## src/rtl/mul_pkg.sv

```systemverilog
package mul_pkg;

    typedef enum logic {
        PH_IDLE = 1'b0,
        PH_RUN  = 1'b1
    } mul_phase_t;

endpackage

```

## src/rtl/mul_operand_prep.sv

```systemverilog
module mul_operand_prep #(
    parameter int WIDTH = 32
) (
    input  logic             is_signed,
    input  logic [WIDTH-1:0] op_a,
    input  logic [WIDTH-1:0] op_b,
    output logic [WIDTH-1:0] mag_a,
    output logic [WIDTH-1:0] mag_b,
    output logic             neg
);
    localparam int MSB = WIDTH - 1;

    logic a_neg;
    logic b_neg;

    always_comb begin
        a_neg = is_signed & op_a[MSB];
        b_neg = is_signed & op_b[MSB];
        // The two's complement of the most negative value is that same bit
        // pattern, which read as unsigned is exactly 2^(WIDTH-1).
        mag_a = a_neg ? (~op_a + WIDTH'(1)) : op_a;
        mag_b = b_neg ? (~op_b + WIDTH'(1)) : op_b;
        neg   = a_neg ^ b_neg;
    end
endmodule

```

## src/rtl/mul_step.sv

```systemverilog
module mul_step #(
    parameter int WIDTH = 32
) (
    input  logic [2*WIDTH-1:0] acc_in,
    input  logic [WIDTH-1:0]   mcand,
    output logic [2*WIDTH-1:0] acc_out
);
    logic [WIDTH:0] addend;
    logic [WIDTH:0] upper_sum;

    always_comb begin
        addend    = acc_in[0] ? {1'b0, mcand} : '0;
        upper_sum = {1'b0, acc_in[2*WIDTH-1:WIDTH]} + addend;
        // The carry bit ends up on top; the spent multiplier bit drops off.
        acc_out   = {upper_sum, acc_in[WIDTH-1:1]};
    end
endmodule

```

## src/rtl/mul_sign_fix.sv

```systemverilog
module mul_sign_fix #(
    parameter int WIDTH = 32
) (
    input  logic [2*WIDTH-1:0] prod_in,
    input  logic               neg,
    output logic [2*WIDTH-1:0] prod_out
);
    localparam int PW = 2 * WIDTH;

    always_comb begin
        prod_out = neg ? (~prod_in + PW'(1)) : prod_in;
    end
endmodule

```

## src/rtl/shift_add_mul.sv

```systemverilog
module shift_add_mul
    import mul_pkg::*;
#(
    parameter int WIDTH = 32
) (
    input  logic             clk,
    input  logic             rst,
    input  logic             start,
    input  logic             is_signed,
    input  logic [WIDTH-1:0] op_a,
    input  logic [WIDTH-1:0] op_b,
    output logic             busy,
    output logic             done,
    output logic [WIDTH-1:0] prod_hi,
    output logic [WIDTH-1:0] prod_lo
);
    localparam int                PW    = 2 * WIDTH;
    localparam int                CNT_W = (WIDTH > 2) ? $clog2(WIDTH) : 1;
    localparam logic [CNT_W-1:0]  LAST  = CNT_W'(WIDTH - 1);

    typedef struct packed {
        mul_phase_t       ph;
        logic [CNT_W-1:0] cnt;
        logic [WIDTH-1:0] mcand;
        logic             neg;
        logic [PW-1:0]    acc;
        logic             done;
    } mul_regs_t;

    mul_regs_t r_d;
    mul_regs_t r_q;

    logic [WIDTH-1:0] mag_a;
    logic [WIDTH-1:0] mag_b;
    logic             neg_in;
    logic [PW-1:0]    stepped;
    logic [PW-1:0]    fixed;

    mul_operand_prep #(.WIDTH(WIDTH)) u_prep (
        .is_signed (is_signed),
        .op_a      (op_a),
        .op_b      (op_b),
        .mag_a     (mag_a),
        .mag_b     (mag_b),
        .neg       (neg_in)
    );

    mul_step #(.WIDTH(WIDTH)) u_step (
        .acc_in  (r_q.acc),
        .mcand   (r_q.mcand),
        .acc_out (stepped)
    );

    mul_sign_fix #(.WIDTH(WIDTH)) u_fix (
        .prod_in  (stepped),
        .neg      (r_q.neg),
        .prod_out (fixed)
    );

    always_comb begin
        r_d      = r_q;
        r_d.done = 1'b0;
        unique case (r_q.ph)
            PH_IDLE: begin
                if (start) begin
                    r_d.ph    = PH_RUN;
                    r_d.cnt   = '0;
                    r_d.mcand = mag_a;
                    r_d.neg   = neg_in;
                    r_d.acc   = {{WIDTH{1'b0}}, mag_b};
                end
            end
            PH_RUN: begin
                r_d.cnt = r_q.cnt + CNT_W'(1);
                if (r_q.cnt == LAST) begin
                    r_d.ph   = PH_IDLE;
                    r_d.done = 1'b1;
                    r_d.acc  = fixed;
                end else begin
                    r_d.acc  = stepped;
                end
            end
            default: r_d.ph = PH_IDLE;
        endcase
    end

    always_ff @(posedge clk) begin
        if (rst) begin
            r_q <= '0;
        end else begin
            r_q <= r_d;
        end
    end

    assign busy    = (r_q.ph == PH_RUN);
    assign done    = r_q.done;
    assign prod_hi = r_q.acc[PW-1:WIDTH];
    assign prod_lo = r_q.acc[WIDTH-1:0];

    p_reset_idle_r1: assert property (@(posedge clk)
        rst |=> (!busy && !done && prod_hi == '0 && prod_lo == '0));

    p_accept_start_r2: assert property (@(posedge clk) disable iff (rst)
        (start && !busy) |=> (busy && !done));

    p_done_single_r3: assert property (@(posedge clk) disable iff (rst)
        done |=> !done);

    p_done_ends_run_r3: assert property (@(posedge clk) disable iff (rst)
        done |-> (!busy && $past(busy)));

    p_busy_start_ignored_r7: assert property (@(posedge clk) disable iff (rst)
        (busy && start && r_q.cnt != LAST) |=>
            (busy && r_q.cnt == $past(r_q.cnt) + CNT_W'(1)));

    p_idle_hold_r8: assert property (@(posedge clk) disable iff (rst)
        (!busy && !start) |=> $stable({prod_hi, prod_lo}));
endmodule

```

## config.mk

```make
export PLATFORM = sky130hd
export DESIGN_NAME = shift_add_mul
export DESIGN_NICKNAME = d
export VERILOG_FILES = /design/src/rtl/mul_pkg.sv /design/src/rtl/mul_operand_prep.sv /design/src/rtl/mul_step.sv /design/src/rtl/mul_sign_fix.sv /design/src/rtl/shift_add_mul.sv
export SDC_FILE = /design/constraint.sdc
export NUM_CORES = 1
export LEC_CHECK = 0
export ABC_AREA = 1
export BUFFER_PORTS_ARGS = -buffer_cell sky130_fd_sc_hd__buf_4
export CAP_MARGIN = 40
export CORE_ASPECT_RATIO = 0.9
export CORE_MARGIN = 2
export CORE_UTILIZATION = 29
export CTS_BUF_LIST = sky130_fd_sc_hd__clkbuf_8
export CTS_CLUSTER_SIZE = 16
export DETAILED_ROUTE_END_ITERATION = 16
export GPL_ROUTABILITY_DRIVEN = 0
export HOLD_SLACK_MARGIN = 0.08
export PLACE_DENSITY = 0.46
export SKIP_CTS_REPAIR_TIMING = 1
export SYNTH_ARGS = -nofsm -noshare
export SYNTH_HDL_FRONTEND = slang
export SYNTH_HIERARCHICAL = 1
export SYNTH_SLANG_ARGS = --single-unit
```

## constraint.sdc

```tcl
create_clock -name clk -period 6.1 [get_ports clk]
set_input_delay 0.305 -clock clk [delete_from_list [all_inputs] [get_ports clk]]
set_output_delay 0.305 -clock clk [all_outputs]
set_load 0.02 [all_outputs]
```

**Yosys cells after proc, flatten, opt, wreduce, memory -nomap -nowiden**

Index checks and enable logic that the tools add are counted.

- Bitwise logic cells: 7
- Add/subtract/negate cells: 5
- Reductions and logical operators: 2
- Eq/ne operators: 2
- Muxes and demuxes: 10

Operators with widths:

| operator | number |
|---|---|
| $mux 64 | 2 |
| $pmux 64 s2 | 1 |
| $mux 103 | 1 |
| $mux 32 | 3 |
| $add 32x1->32 const B | 2 |
| $add 64x1->64 const B | 1 |
| $not 32->32 | 2 |
| $not 64->64 | 1 |
| $add 32x33->33 | 1 |
| $pmux 6 s2 | 1 |
| $add 5x1->5 const B | 1 |
| $eq 5x5->1 const B | 1 |
| $and 1x1->1 | 2 |
| $mux 1 | 2 |
| $ne 2x2->1 const B | 1 |
| $reduce_and 2->1 | 1 |
| $reduce_or 2->1 | 1 |
| $not 1->1 | 1 |
| $xor 1x1->1 | 1 |

- Input port bits: 68
- Word-level logic and storage cells: 32
- Output and inout bits: 66
- Flip-flop bits (word level): 104

**Logic depth before layout (Yosys ltp)**

Gate-level depths: netlist (run 1).

- Word-level depth: 7
- Depth in mapped cells: 28

**Hierarchy**

The synthesis (run 1) kept the hierarchy.

Modules (own cells, without submodules):

| module | area an instance (um^2) | cells each | times used |
|---|---|---|---|
| shift_add_mul | 5462.7 | 863 | 1 |
| mul_step | 2870.3 | 603 | 1 |
| mul_sign_fix | 2466.1 | 498 | 1 |
| mul_operand_prep | 2165.8 | 457 | 1 |

**Least setup slack after synthesis (run 1)**

OpenSTA, ideal clock, no wires.

- Path kind: flip-flop to flip-flop
- From: reg r_q (netlist bit prod_lo[0])
- To: reg r_q (netlist bit prod_hi[28])
- Clock period less this slack: 2.916 ns
- Path slack: 3.184 ns
- Data required time: 5.968 ns
- Cell stages (with the launch flop): 28
- Arrival time: 2.784 ns
- Cells stage by stage: dfxtp_1 > clkbuf_1 > nand2_1 > inv_1 > ha_1 > or2_1 > nand3_1 > nand2_2 > nand2_1 > nand2_2 > nand2_1 > nand2_1 > nand2_1 > nand2_1 > nor2_1 > nand2_1 > nor2_1 > nand2_1 > nor2_1 > nand2_1 > nand2_1 > nand2_1 > nand2_1 > nand2_1 > nand2_1 > nand2_1 > nand2_1 > a21oi_1

- Longest elaborated chain between the ends: 7

Ends and longest elaborated chain:

| element | RTL line | text |
|---|---|---|
| from (decl) | shift_add_mul.sv:31 | `mul_regs_t r_q;` |
| from (signal assigned) | shift_add_mul.sv:91 | `r_q <= r_d;` |
| $mux 32 | mul_step.sv:12 | `addend = acc_in[0] ? {1'b0, mcand} : '0;` |
| $add 32x33->33 | mul_step.sv:13 | `upper_sum = {1'b0, acc_in[2*WIDTH-1:WIDTH]} + addend;` |
| named net stepped[50] | shift_add_mul.sv:36 | `logic [PW-1:0] stepped;` |
| $not 64->64 | mul_sign_fix.sv:11 | `prod_out = neg ? (~prod_in + PW'(1)) : prod_in;` |
| $add 64x1->64 | mul_sign_fix.sv:11 |  |
| $mux 64 | mul_sign_fix.sv:11 |  |
| named net fixed[60] | shift_add_mul.sv:37 | `logic [PW-1:0] fixed;` |
| $mux 64 | shift_add_mul.sv:75 | `if (r_q.cnt == LAST) begin` |
| $pmux 64 s2 | shift_add_mul.sv:63 | `unique case (r_q.ph)` |

The timed path passes the listed nets, and every way through them passes these cells.
A chain may end at the register's enable or synchronous reset.

**Worst setup path in the final report (run 1)**

- From: reg r_q (netlist bit prod_lo[0])
- To: reg r_q (netlist bit prod_hi[21])

Same word-level chain as after synthesis.

==> results of run 1 <==
[per-stage QoR]
stage	setup WS, ns	cell area (sq um)	total power [uW]	hold WS (ns)	utilization
2_1_floorplan	3.18	13000	1500	0.455	-
3_3_place_gp	1.95	13600	1740	0.470	0.308
6_report	1.99	13900	2220	0.179	0.314
5_1_grt	1.57	13900	2390	0.229	0.314
4_1_cts	2.01	13900	2250	0.0405	0.314
3_5_place_dp	2.05	13600	1750	0.472	0.309
[path summary, 6_finish.rpt]
path | depth (start not counted) | slack, ns | to
hold / removal | 3 | 0.18 | r_q[66]$_SDFFE_PP0P_
hold reg to reg | 2 | 0.50 | r_q[81]$_SDFFE_PP0P_
setup / recovery | 24 | 1.99 | prod_hi[21]$_SDFFE_PP0P_
setup reg to reg | 24 | 1.99 | prod_hi[21]$_SDFFE_PP0P_
[power groups by stage]
stage               Combinational [uW]  Clock, uW  Sequential, uW
finish                             957        482             781
global route                      1070        533             789
CTS                                954        510             782
detailed placement                 951          0             797
global placement                   943          0             797
floorplan                          745          0             757
[cell type report]
| class | count | area (sq um) |
|---|---|---|
| clock buffer | 9 | 124 |
| clock inverter | 7 | 85.1 |
| fill | 5169 | 30200 |
| inverter | 285 | 1080 |
| multi-input combinational | 1864 | 8640 |
| sequential | 104 | 2080 |
| tap | 600 | 751 |
| timing repair buffer | 141 | 1100 |
[tightest hold or removal path: cells and delay by family]
| family | cells | cell delay [ns] |
|---|---|---|
| AND/OR/NAND/NOR | 1 | 0.08 |
| buffers and inverters | 1 | 0.10 |
| AO/OA/AOI/OAI | 1 | 0.10 |
[per-layer routing]
layer / global-route usage / vias to the layer above
li1: - / 7233
met1: 0.296 / 6074
met2: 0.312 / 295
met3: 0.0235 / 39
met4: 0.0538 / 2
met5: 0 / -
[flip-flops by register name (all words and copies together), names as in the netlist]
| register | flops |
|---|---|
| busy | 1 |
| done | 1 |
| prod_hi | 32 |
| prod_lo | 32 |
| r_q | 38 |
[cells by family after synthesis]
logic type | Yosys count
compound gates | 151
xor+xnor | 76
fa+ha+maj | 39
buf+inv | 453
flops | 104
simple gates | 1598
[cell usage in the layout (no fill, tap or decap), drive strengths merged]
cell type,synthesis,final
inv,285,287
nand4,25,25
and3,1,1
buf,159,140
nand2,949,949
or2,1,1
dlygate4sd3,0,1
dfxtp,104,104
o21bai,2,2
clkinvlp,0,1
nor3b,1,1
nand3b,3,3
clkbuf,9,9
nand3,137,137
o22ai,1,1
o21ai,81,81
fa,1,1
a22oi,2,2
xor2,50,50
nor3,5,5
ha,38,38
xnor2,26,26
a31oi,1,1
clkinv,0,4
a21oi,63,63
nor2,476,476
a21o,1,1
==> run metrics, run 1 <==
status complete, no violations; VDD IR max around 89 uV; Worst EP arrival between 4 and 5 ns; Comb power frac 0.431; fraction of layout cells with a size suffix above 1 0.105; Net Sw Power roughly 1000 uW; routed vias around 14000; critical path, cell by cell buf_4 -> nand2_1 -> inv_1 -> ha_1 -> or2_1 -> nand3_1 -> nand2_2 -> nand2_1 -> nand2_2 -> nand2_1 -> nand2_1 -> nand2_1 -> nand2_1 -> nor2_1 -> nand2_1 -> nor2_1 -> nand2_1 -> o21ai_0 -> nand3_1 -> nand2_1 -> nand2_1 -> nand2_1 -> nand2_1 -> a21oi_1; largest net degree at the start of global routing between 70 and 80; DRT Wirelength ~47000 microns; die area about 46000 sq um; post-route clock skew roughly 0.023 ns; Worst Path Max Fanout 19; vias in the first global route ~13000; Leakage between 0.007 and 0.008 uW; area of the mapped netlist roughly 13000 sq um; Syn Nets between 2000 and 3000; H-tree levels 3; Critical Path Max Stage Delay about 0.68 ns; worst-skew pair later-pin latency around 0.46 ns; Highest Clock Rate around 0.24 GHz; Net Sw Frac 0.460; Top delay family on crit path simple AND/OR/NAND/NOR gates; Synth top cells by count nand2_1, nor2_1, inv_1; CTS tree built; Buf/Inv on CP 2; post-synthesis xor/xnor area fraction 0.0519; final setup TNS 0 ns; Clock transition at path regs approximately 0.13 ns; period utilisation layout 0.674; compound-gate portion of the synthesized area 0.0664; Reg power frac 0.352; min-delay worst type input pin to register; clk root buf clkbuf_8; Reg-to-Reg Start prod_lo[0]$_SDFFE_PP0P_; share of total power in the clock network 0.217; Cells after Synth between 2000 and 2500; final cell count without fillers around 3000; Critical Path RT ~6.5 ns; Power Density 160 nW/um^2; Total GRT Usage 0.203; min Tclk post-route between 4 and 5 ns; met2 WL post-DR about 20000 microns; synth-to-layout area growth 6.96%; initial antenna violation count 1; RSZ-0062 raised after global routing false; # diodes 0; hold path start op_a[0]; Setup crit start kind register; largest family of logic cells by synthesized area simple AND/OR/NAND/NOR gates; Int Pwr approximately 1200 uW; clock tree sinks approximately 100; post-synth top area share 0.269; Worst-Margin Slew ~0.8 ns; EDFF count, synth 0; Simple-Gate Fraction of Synth Area 0.509; cell with the most instances after synthesis nand2_1; met1 wire length between 20000 and 25000 microns; dominant cell type by area after synthesis nand2_1; post-DP HPWL about 38000 microns; post-route ant nets 0; Post-Syn Area per Cell ~5.4 sq um; ys async rst share 0; Final Hold Fails 0; Detailed Routing Iterations Pass 1 7; crit path kind register to register; sequential area share after synthesis 0.161; slowest CP cell dfxtp_1; CTS Buffer Depth 2; synth top area cells nand2_1, dfxtp_1, nor2_1; placed cells around 3000; Rows between 70 and 80; core box area roughly 44000 sq um; wire per inst 15.5 microns; Die H 205 microns; met3 WL 1990 microns; Die W about 230 microns; port bufs between 100 and 150; Max Slew Vio Count 0; DR vias/cell around 4.5; Most Frequent Cell on Critical Path nand2_1; Netlist cell types between 40 and 50; Ports 134; prevailing post-synth register cell dfxtp_1; multiplexer share of the synthesized area 0; nets@finish around 2500; CP Launch Point prod_lo[0]$_SDFFE_PP0P_; first-pass GRT wire length approximately 73000 microns; Slew HR 0.451; drt drc 0; Congestion Overflow GR 0; Seq cells post-synth between 100 and 150; max-cap viol count 0; Synth Area in Adders 0.0382; Starting Density 0.294; Setup Viol. Count Final 0; Num CTS Buffers 9; Initial DRC Count 933; Ys Warns 6; Top Layer Used met5; Critical Path End Type register
No activity file was read; power rests on OpenSTA's default activity.
==> run 2, diff against run 1 <==
Settings changed: ABC_AREA 1 to 0, PLACE_DENSITY 0.46 to 0.47.
Clock period 6.1 ns to 4.3 ns, I/O delays scaled along.
==> run metrics, run 2 <==
status finished with violations (was complete, no violations); failing checks negative setup slack; post-synth top area share 0.190 (was 0.269); Critical Path End Type register (unchanged); Hold Slack 0.102 ns (was 0.179 ns); synth top area cells dfxtp_1, xnor2_1, buf_4 (was nand2_1, dfxtp_1, nor2_1); final setup TNS -0.683 ns (was 0 ns); Setup Viol. Count Final 9 (was 0); Register Area 2090 sq um (was 2080 sq um); area of the mapped netlist 10900 sq um (was 13000 sq um); Highest Clock Rate 0.224 GHz (was 0.243 GHz); most flop-heavy register r_q (unchanged); Initial DRC Count 654 (was 933); worst-skew pair later-pin latency 0.42 ns (was 0.46 ns); ys async rst share 0 (unchanged); Worst-Margin Slew 0.992 ns (was 0.824 ns); fraction of layout cells with a size suffix above 1 0.292 (was 0.105); crit path kind register to register (unchanged); total power 2750 uW (was 2220 uW); Synth Area in Adders 0.0453 (was 0.0382); met1 usage 0.238 (was 0.296); Final Instance Area 12800 sq um (was 13900 sq um); post-route clock skew 0.0231 ns (was 0.0235 ns); sequential area share after synthesis 0.190 (was 0.161); prevailing post-synth register cell dfxtp_1 (unchanged); Starting Density 0.294 (about the same); initial antenna violation count 0 (was 1); Critical Path RT 4.59 ns (was 6.48 ns); Die W 209 microns (was 227 microns); Final Hold Fails 0 (unchanged); nets@finish 1540 (was 2512); cell with the most instances after synthesis nand2_1 (unchanged); Max Slew Vio Count 0 (unchanged); min Tclk post-route 4.47 ns (was 4.11 ns); H-tree levels 3 (unchanged); post-synthesis xor/xnor area fraction 0.119 (was 0.0519); core box area 37200 sq um (was 44100 sq um); Detailed Routing Iterations Pass 1 5 (was 7); # diodes 0 (unchanged); most frequent cells in the layout buf_4, nand2_1, xnor2_1 (was nand2_1, nor2_1, inv_1); Power Density 214 nW/um^2 (was 160 nW/um^2); Num CTS Buffers 9 (unchanged); largest family of logic cells by synthesized area compound AO/OA/AOI/OAI gates (was simple AND/OR/NAND/NOR gates); first-pass GRT wire length 52200 microns (was 72800 microns); Simple-Gate Fraction of Synth Area 0.226 (was 0.509); clk root buf clkbuf_8 (unchanged); EDFF count, synth 0 (unchanged); Slew HR 0.339 (was 0.451); CTS Buffer Depth 2 (unchanged); Leakage 0.00514 uW (was 0.00756 uW); routed vias 9775 (was 13600); Ports 134 (unchanged); Rows 67 (was 73); max-cap viol count 0 (unchanged); clock tree sinks 104 (unchanged); Die H 188 microns (was 205 microns); Seq cells post-synth 104 (unchanged); Worst Path Max Fanout 3 (was 19); largest net degree at the start of global routing 86 (was 74); dominant cell type by area after synthesis dfxtp_1 (was nand2_1); placed instance area 12300 sq um (was 13600 sq um); Netlist cell types 78 (was 43); min-delay worst type input pin to register (unchanged); Clock transition at path regs 0.11 ns (was 0.13 ns); die area 39300 sq um (was 46400 sq um); DRT Wirelength 33200 microns (was 46600 microns); Syn Nets 1447 (was 2528); vias in the first global route 9213 (was 12500); CTS tree built (unchanged); Total GRT Usage 0.166 (was 0.203); M3 GR Usage 0.0223 (was 0.0235); wire per inst 17.3 microns (was 15.5 microns); period utilisation layout 1.04 (was 0.674); Synth top cells by count nand2_1, xnor2_1, buf_4 (was nand2_1, nor2_1, inv_1); commonest non-fill, non-tap cell in the layout buf_4 (was nand2_1); multiplexer share of the synthesized area 0.0689 (was 0); port bufs 133 (unchanged); post-DP HPWL 25600 microns (was 37600 microns); met2 GRT Util 0.262 (was 0.312); area occupied by multi-input gates 7870 sq um (was 8640 sq um); drt drc 0 (unchanged); Congestion Overflow GR 0 (unchanged); VDD IR max 135 uV (was 89.3 uV); RSZ-0062 raised after global routing true (was false); DR vias/cell 5.09 (was 4.53); synth-to-layout area growth 17.3% (was 6.96%); flip-flop count of the largest register after layout 38 (unchanged); Cells after Synth 1340 (was 2421); Setup crit start kind register (unchanged); final worst slack -0.171 ns (was 1.99 ns); Post-Syn Area per Cell 8.17 sq um (was 5.36 sq um); GRT Max-Usage Layer met2 (unchanged); compound-gate portion of the synthesized area 0.234 (was 0.0664); Layout fillers 4029 (was 5169); Worst EP arrival 4.76 ns (was 4.50 ns); post-route ant nets 0 (unchanged); Ys Warns 6 (unchanged)
-- run 2: report_power, final --
group | leakage [uW] | switching [uW] | internal (uW) | total, uW
clock network | 0.000111 | 399 | 330 | 728
registers | 0.000852 | 97.5 | 1020 | 1120
logic | 0.00417 | 506 | 400 | 905
-- run 2: cells by family (layout without fill, tap and decap cells) --
family / count (synthesis) / in the layout
adders and majority gates: 39 / 39
AOI/OAI and AO/OA: 348 / 348
DFF: 104 / 104
muxes: 65 / 65
xor gates and xnor gates: 149 / 149
buffers and inverters: 194 / 292
and+or+nand+nor: 441 / 441
-- run 2: final timing paths --
kind | cells past startpoint | from | slack (ns) | to
max | 17 | prod_lo[0]$_SDFFE_PP0P_ | -0.17 | prod_hi[31]$_SDFFE_PP0P_
min | 4 | op_a[21] | 0.10 | r_q[87]$_SDFFE_PP0P_
max reg2reg | 17 | prod_lo[0]$_SDFFE_PP0P_ | -0.17 | prod_hi[31]$_SDFFE_PP0P_
min reg2reg | 2 | r_q[80]$_SDFFE_PP0P_ | 0.46 | r_q[80]$_SDFFE_PP0P_
-- run 2: through the flow --
stage / utilization / instances / setup WS, ns
2_1_floorplan: - / 1340 / -0.0345
3_3_place_gp: 0.329 / 1892 / -0.171
3_5_place_dp: 0.330 / 1894 / -0.201
4_1_cts: 0.336 / 1910 / -0.253
5_1_grt: 0.345 / 1921 / -0.354
6_report: 0.345 / 1921 / -0.171
-- run 2: per-layer routing --
metal  vias up  wire (microns)
met5         -               0
met4         0             496
met3        23             922
met2       131           15200
met1      4694           16600
li1       4927               -
-- run 2: area by class of cell --
| type | count | share of cell area |
|---|---|---|
| Clock buffer | 9 | 0.00965 |
| Clock inverter | 7 | 0.00731 |
| Inverter | 18 | 0.00527 |
| Multi-Input combinational cell | 1042 | 0.613 |
| Sequential cell | 104 | 0.163 |
| Tap cell | 483 | 0.0471 |
| Timing Repair Buffer | 258 | 0.155 |
-- run 2: worst max-delay path, cell delays in order, from the launching register on --
cell	delay, ns
dfxtp_2	0.35
and2_4	0.16
ha_4	0.16
fa_2	0.36
a211o_1	0.31
a211oi_4	0.31
o31ai_4	0.14
a31oi_4	0.23
nor2b_4	0.19
xnor2_2	0.07
or4_4	0.52
or3_4	0.35
or4_4	0.44
o31ai_4	0.24
xnor2_1	0.09
mux2_4	0.26
a21oi_2	0.12
nor2_1	0.05
==> run 3, diff against run 2 <==
Settings changed: CAP_MARGIN 40 to default, MAX_ROUTING_LAYER from default to met4.
==> run metrics, run 3 (synthesized netlist as in run 2, its figures left out) <==
status finished with violations (unchanged); failing checks negative setup slack (unchanged); Buf/Inv on CP 0 (unchanged); routed vias 9762 (was 9775); post-layout util 0.342 (was 0.345); flip-flop count of the largest register after layout 38 (unchanged); min-delay worst type input pin to register (unchanged); clk root buf clkbuf_8 (unchanged); most flop-heavy register r_q (unchanged); commonest non-fill, non-tap cell in the layout buf_4 (unchanged); Setup Viol. Count Final 8 (was 9); Power Density 212 nW/um^2 (was 214 nW/um^2); period utilisation layout 1.04 (about the same); final worst slack -0.170 ns (was -0.171 ns); post-route clock skew 0.0221 ns (was 0.0231 ns); placed cells 1892 (was 1894); Leakage 0.00509 uW (was 0.00514 uW); Die W 209 microns (unchanged); most frequent cells in the layout buf_4, nand2_1, xnor2_1 (unchanged); DR vias/cell 5.10 (was 5.09); H-tree levels 3 (unchanged); Highest Clock Rate 0.224 GHz (about the same); core box area 37200 sq um (unchanged); Total GRT Usage 0.171 (was 0.166); Rows 67 (unchanged); VDD IR max 113 uV (was 135 uV); largest net degree at the start of global routing 86 (unchanged); fraction of layout cells with a size suffix above 1 0.289 (was 0.292); Num CTS Buffers 9 (unchanged); post-DP HPWL 25500 microns (was 25600 microns); RSZ-0062 raised after global routing true (unchanged); first-pass GRT wire length 52300 microns (was 52200 microns); Top delay family on crit path simple AND/OR/NAND/NOR gates (unchanged); Final Hold Fails 0 (unchanged); final setup TNS -0.680 ns (was -0.683 ns); Critical Path End Type register (unchanged); Layout fillers 4019 (was 4029); Slew HR 0.330 (was 0.339); Worst-Margin Slew 1.01 ns (was 0.992 ns); Hold Slack 0.101 ns (was 0.102 ns); Max Slew Vio Count 0 (unchanged); Worst EP arrival 4.72 ns (was 4.76 ns); Worst Path Max Fanout 3 (unchanged); Ports 134 (unchanged); placed instance area 12200 sq um (was 12300 sq um); CTS tree built (unchanged); max-cap viol count 0 (unchanged); GRT Max-Usage Layer met2 (unchanged); Die H 188 microns (unchanged); DRT Wirelength 33500 microns (was 33200 microns); vias in the first global route 9145 (was 9213); Critical Path RT 4.55 ns (was 4.59 ns); Setup crit start kind register (unchanged); min Tclk post-route 4.47 ns (about the same); crit path kind register to register (unchanged); Critical Path Max Stage Delay 0.52 ns (about the same); clock tree sinks 104 (unchanged); wire per inst 17.5 microns (was 17.3 microns); Initial DRC Count 528 (was 654); worst-skew pair later-pin latency 0.41 ns (was 0.42 ns); post-route ant nets 0 (unchanged); # diodes 0 (unchanged); port bufs 133 (unchanged); Detailed Routing Iterations Pass 1 5 (unchanged); met2 GRT Util 0.264 (was 0.262); die area 39300 sq um (unchanged); Starting Density 0.294 (unchanged); Clock transition at path regs 0.11 ns (about the same); M3 GR Usage 0.0195 (was 0.0223); CTS Buffer Depth 2 (unchanged); Congestion Overflow GR 0 (unchanged); final cell count without fillers 1915 (was 1921); nets@finish 1534 (was 1540); Final Instance Area 12700 sq um (was 12800 sq um); slowest CP cell or4_4 (unchanged); initial antenna violation count 0 (unchanged); synth-to-layout area growth 16.4% (was 17.3%); drt drc 0 (unchanged); met1 usage 0.240 (was 0.238); critical path, cell by cell and2_4 -> ha_4 -> fa_2 -> a211o_1 -> a211oi_4 -> o31ai_4 -> a31oi_4 -> a21oi_2 -> xor2_1 -> or4_4 -> or3_4 -> or4_4 -> o31ai_4 -> xnor2_1 -> mux2_4 -> a21oi_2 -> nor2_1 (was and2_4 -> ha_4 -> fa_2 -> a211o_1 -> a211oi_4 -> o31ai_4 -> a31oi_4 -> nor2b_4 -> xnor2_2 -> or4_4 -> or3_4 -> or4_4 -> o31ai_4 -> xnor2_1 -> mux2_4 -> a21oi_2 -> nor2_1)
## run 3: changes by cell type in the layout (fill, tap and decap cells not counted), sizes merged
| cell | before | now |
|---|---|---|
| inv | 21 | 20 |
| dlygate4sd3 | 1 | 0 |
| clkinv | 1 | 3 |
| bufinv | 2 | 1 |
| buf | 257 | 252 |
## run 3: worst paths after layout
kind,from,end,slack [ns],depth (start not counted)
setup / recovery,prod_lo[0]$_SDFFE_PP0P_,prod_hi[31]$_SDFFE_PP0P_,-0.17,17
hold / removal,op_a[24],r_q[90]$_SDFFE_PP0P_,0.10,4
setup reg to reg,prod_lo[0]$_SDFFE_PP0P_,prod_hi[31]$_SDFFE_PP0P_,-0.17,17
hold reg to reg,r_q[80]$_SDFFE_PP0P_,r_q[80]$_SDFFE_PP0P_,0.46,2
## run 3: area by class of cell
cell class              count  area, sq um  area share
clock buffers               9          124     0.00973
clock inverters             7         72.6     0.00570
inverters                  18         67.6     0.00531
multi-input cells        1042         7880       0.619
flip-flops and latches    104         2090       0.164
well taps                 483          604      0.0475
repair buffers            252         1900       0.149
## run 3: per-stage QoR
step | power, uW | setup slack, ns
6_report | 2700 | -0.170
5_1_grt | 2870 | -0.350
4_1_cts | 2700 | -0.278
3_5_place_dp | 2010 | -0.228
3_3_place_gp | 2000 | -0.171
2_1_floorplan | 1780 | -0.0345
## run 3: worst register-to-register path: stages (launching register included)
cell and delay [ns]:
dfxtp_2 0.35, and2_4 0.16, ha_4 0.16, fa_2 0.34
a211o_1 0.32, a211oi_4 0.31, o31ai_4 0.13, a31oi_4 0.24
a21oi_2 0.10, xor2_1 0.16, or4_4 0.53, or3_4 0.35
or4_4 0.44, o31ai_4 0.24, xnor2_1 0.10, mux2_4 0.27
a21oi_2 0.11, nor2_1 0.05
## run 3: per-layer routing
| layer | routed length (microns) | share of wire | up-vias |
|---|---|---|---|
| met1 | 16700 | 0.50 | 4681 |
| met5 | 0 | 0 | - |
| li1 | - | - | 4914 |
| met4 | 410 | 0.012 | 0 |
| met3 | 1110 | 0.033 | 17 |
| met2 | 15300 | 0.46 | 150 |
## run 3: power breakdown
part	internal (uW)	switching [uW]
combinational	402	506
clock	271	399
sequential	1020	97.7
total	1690	1000
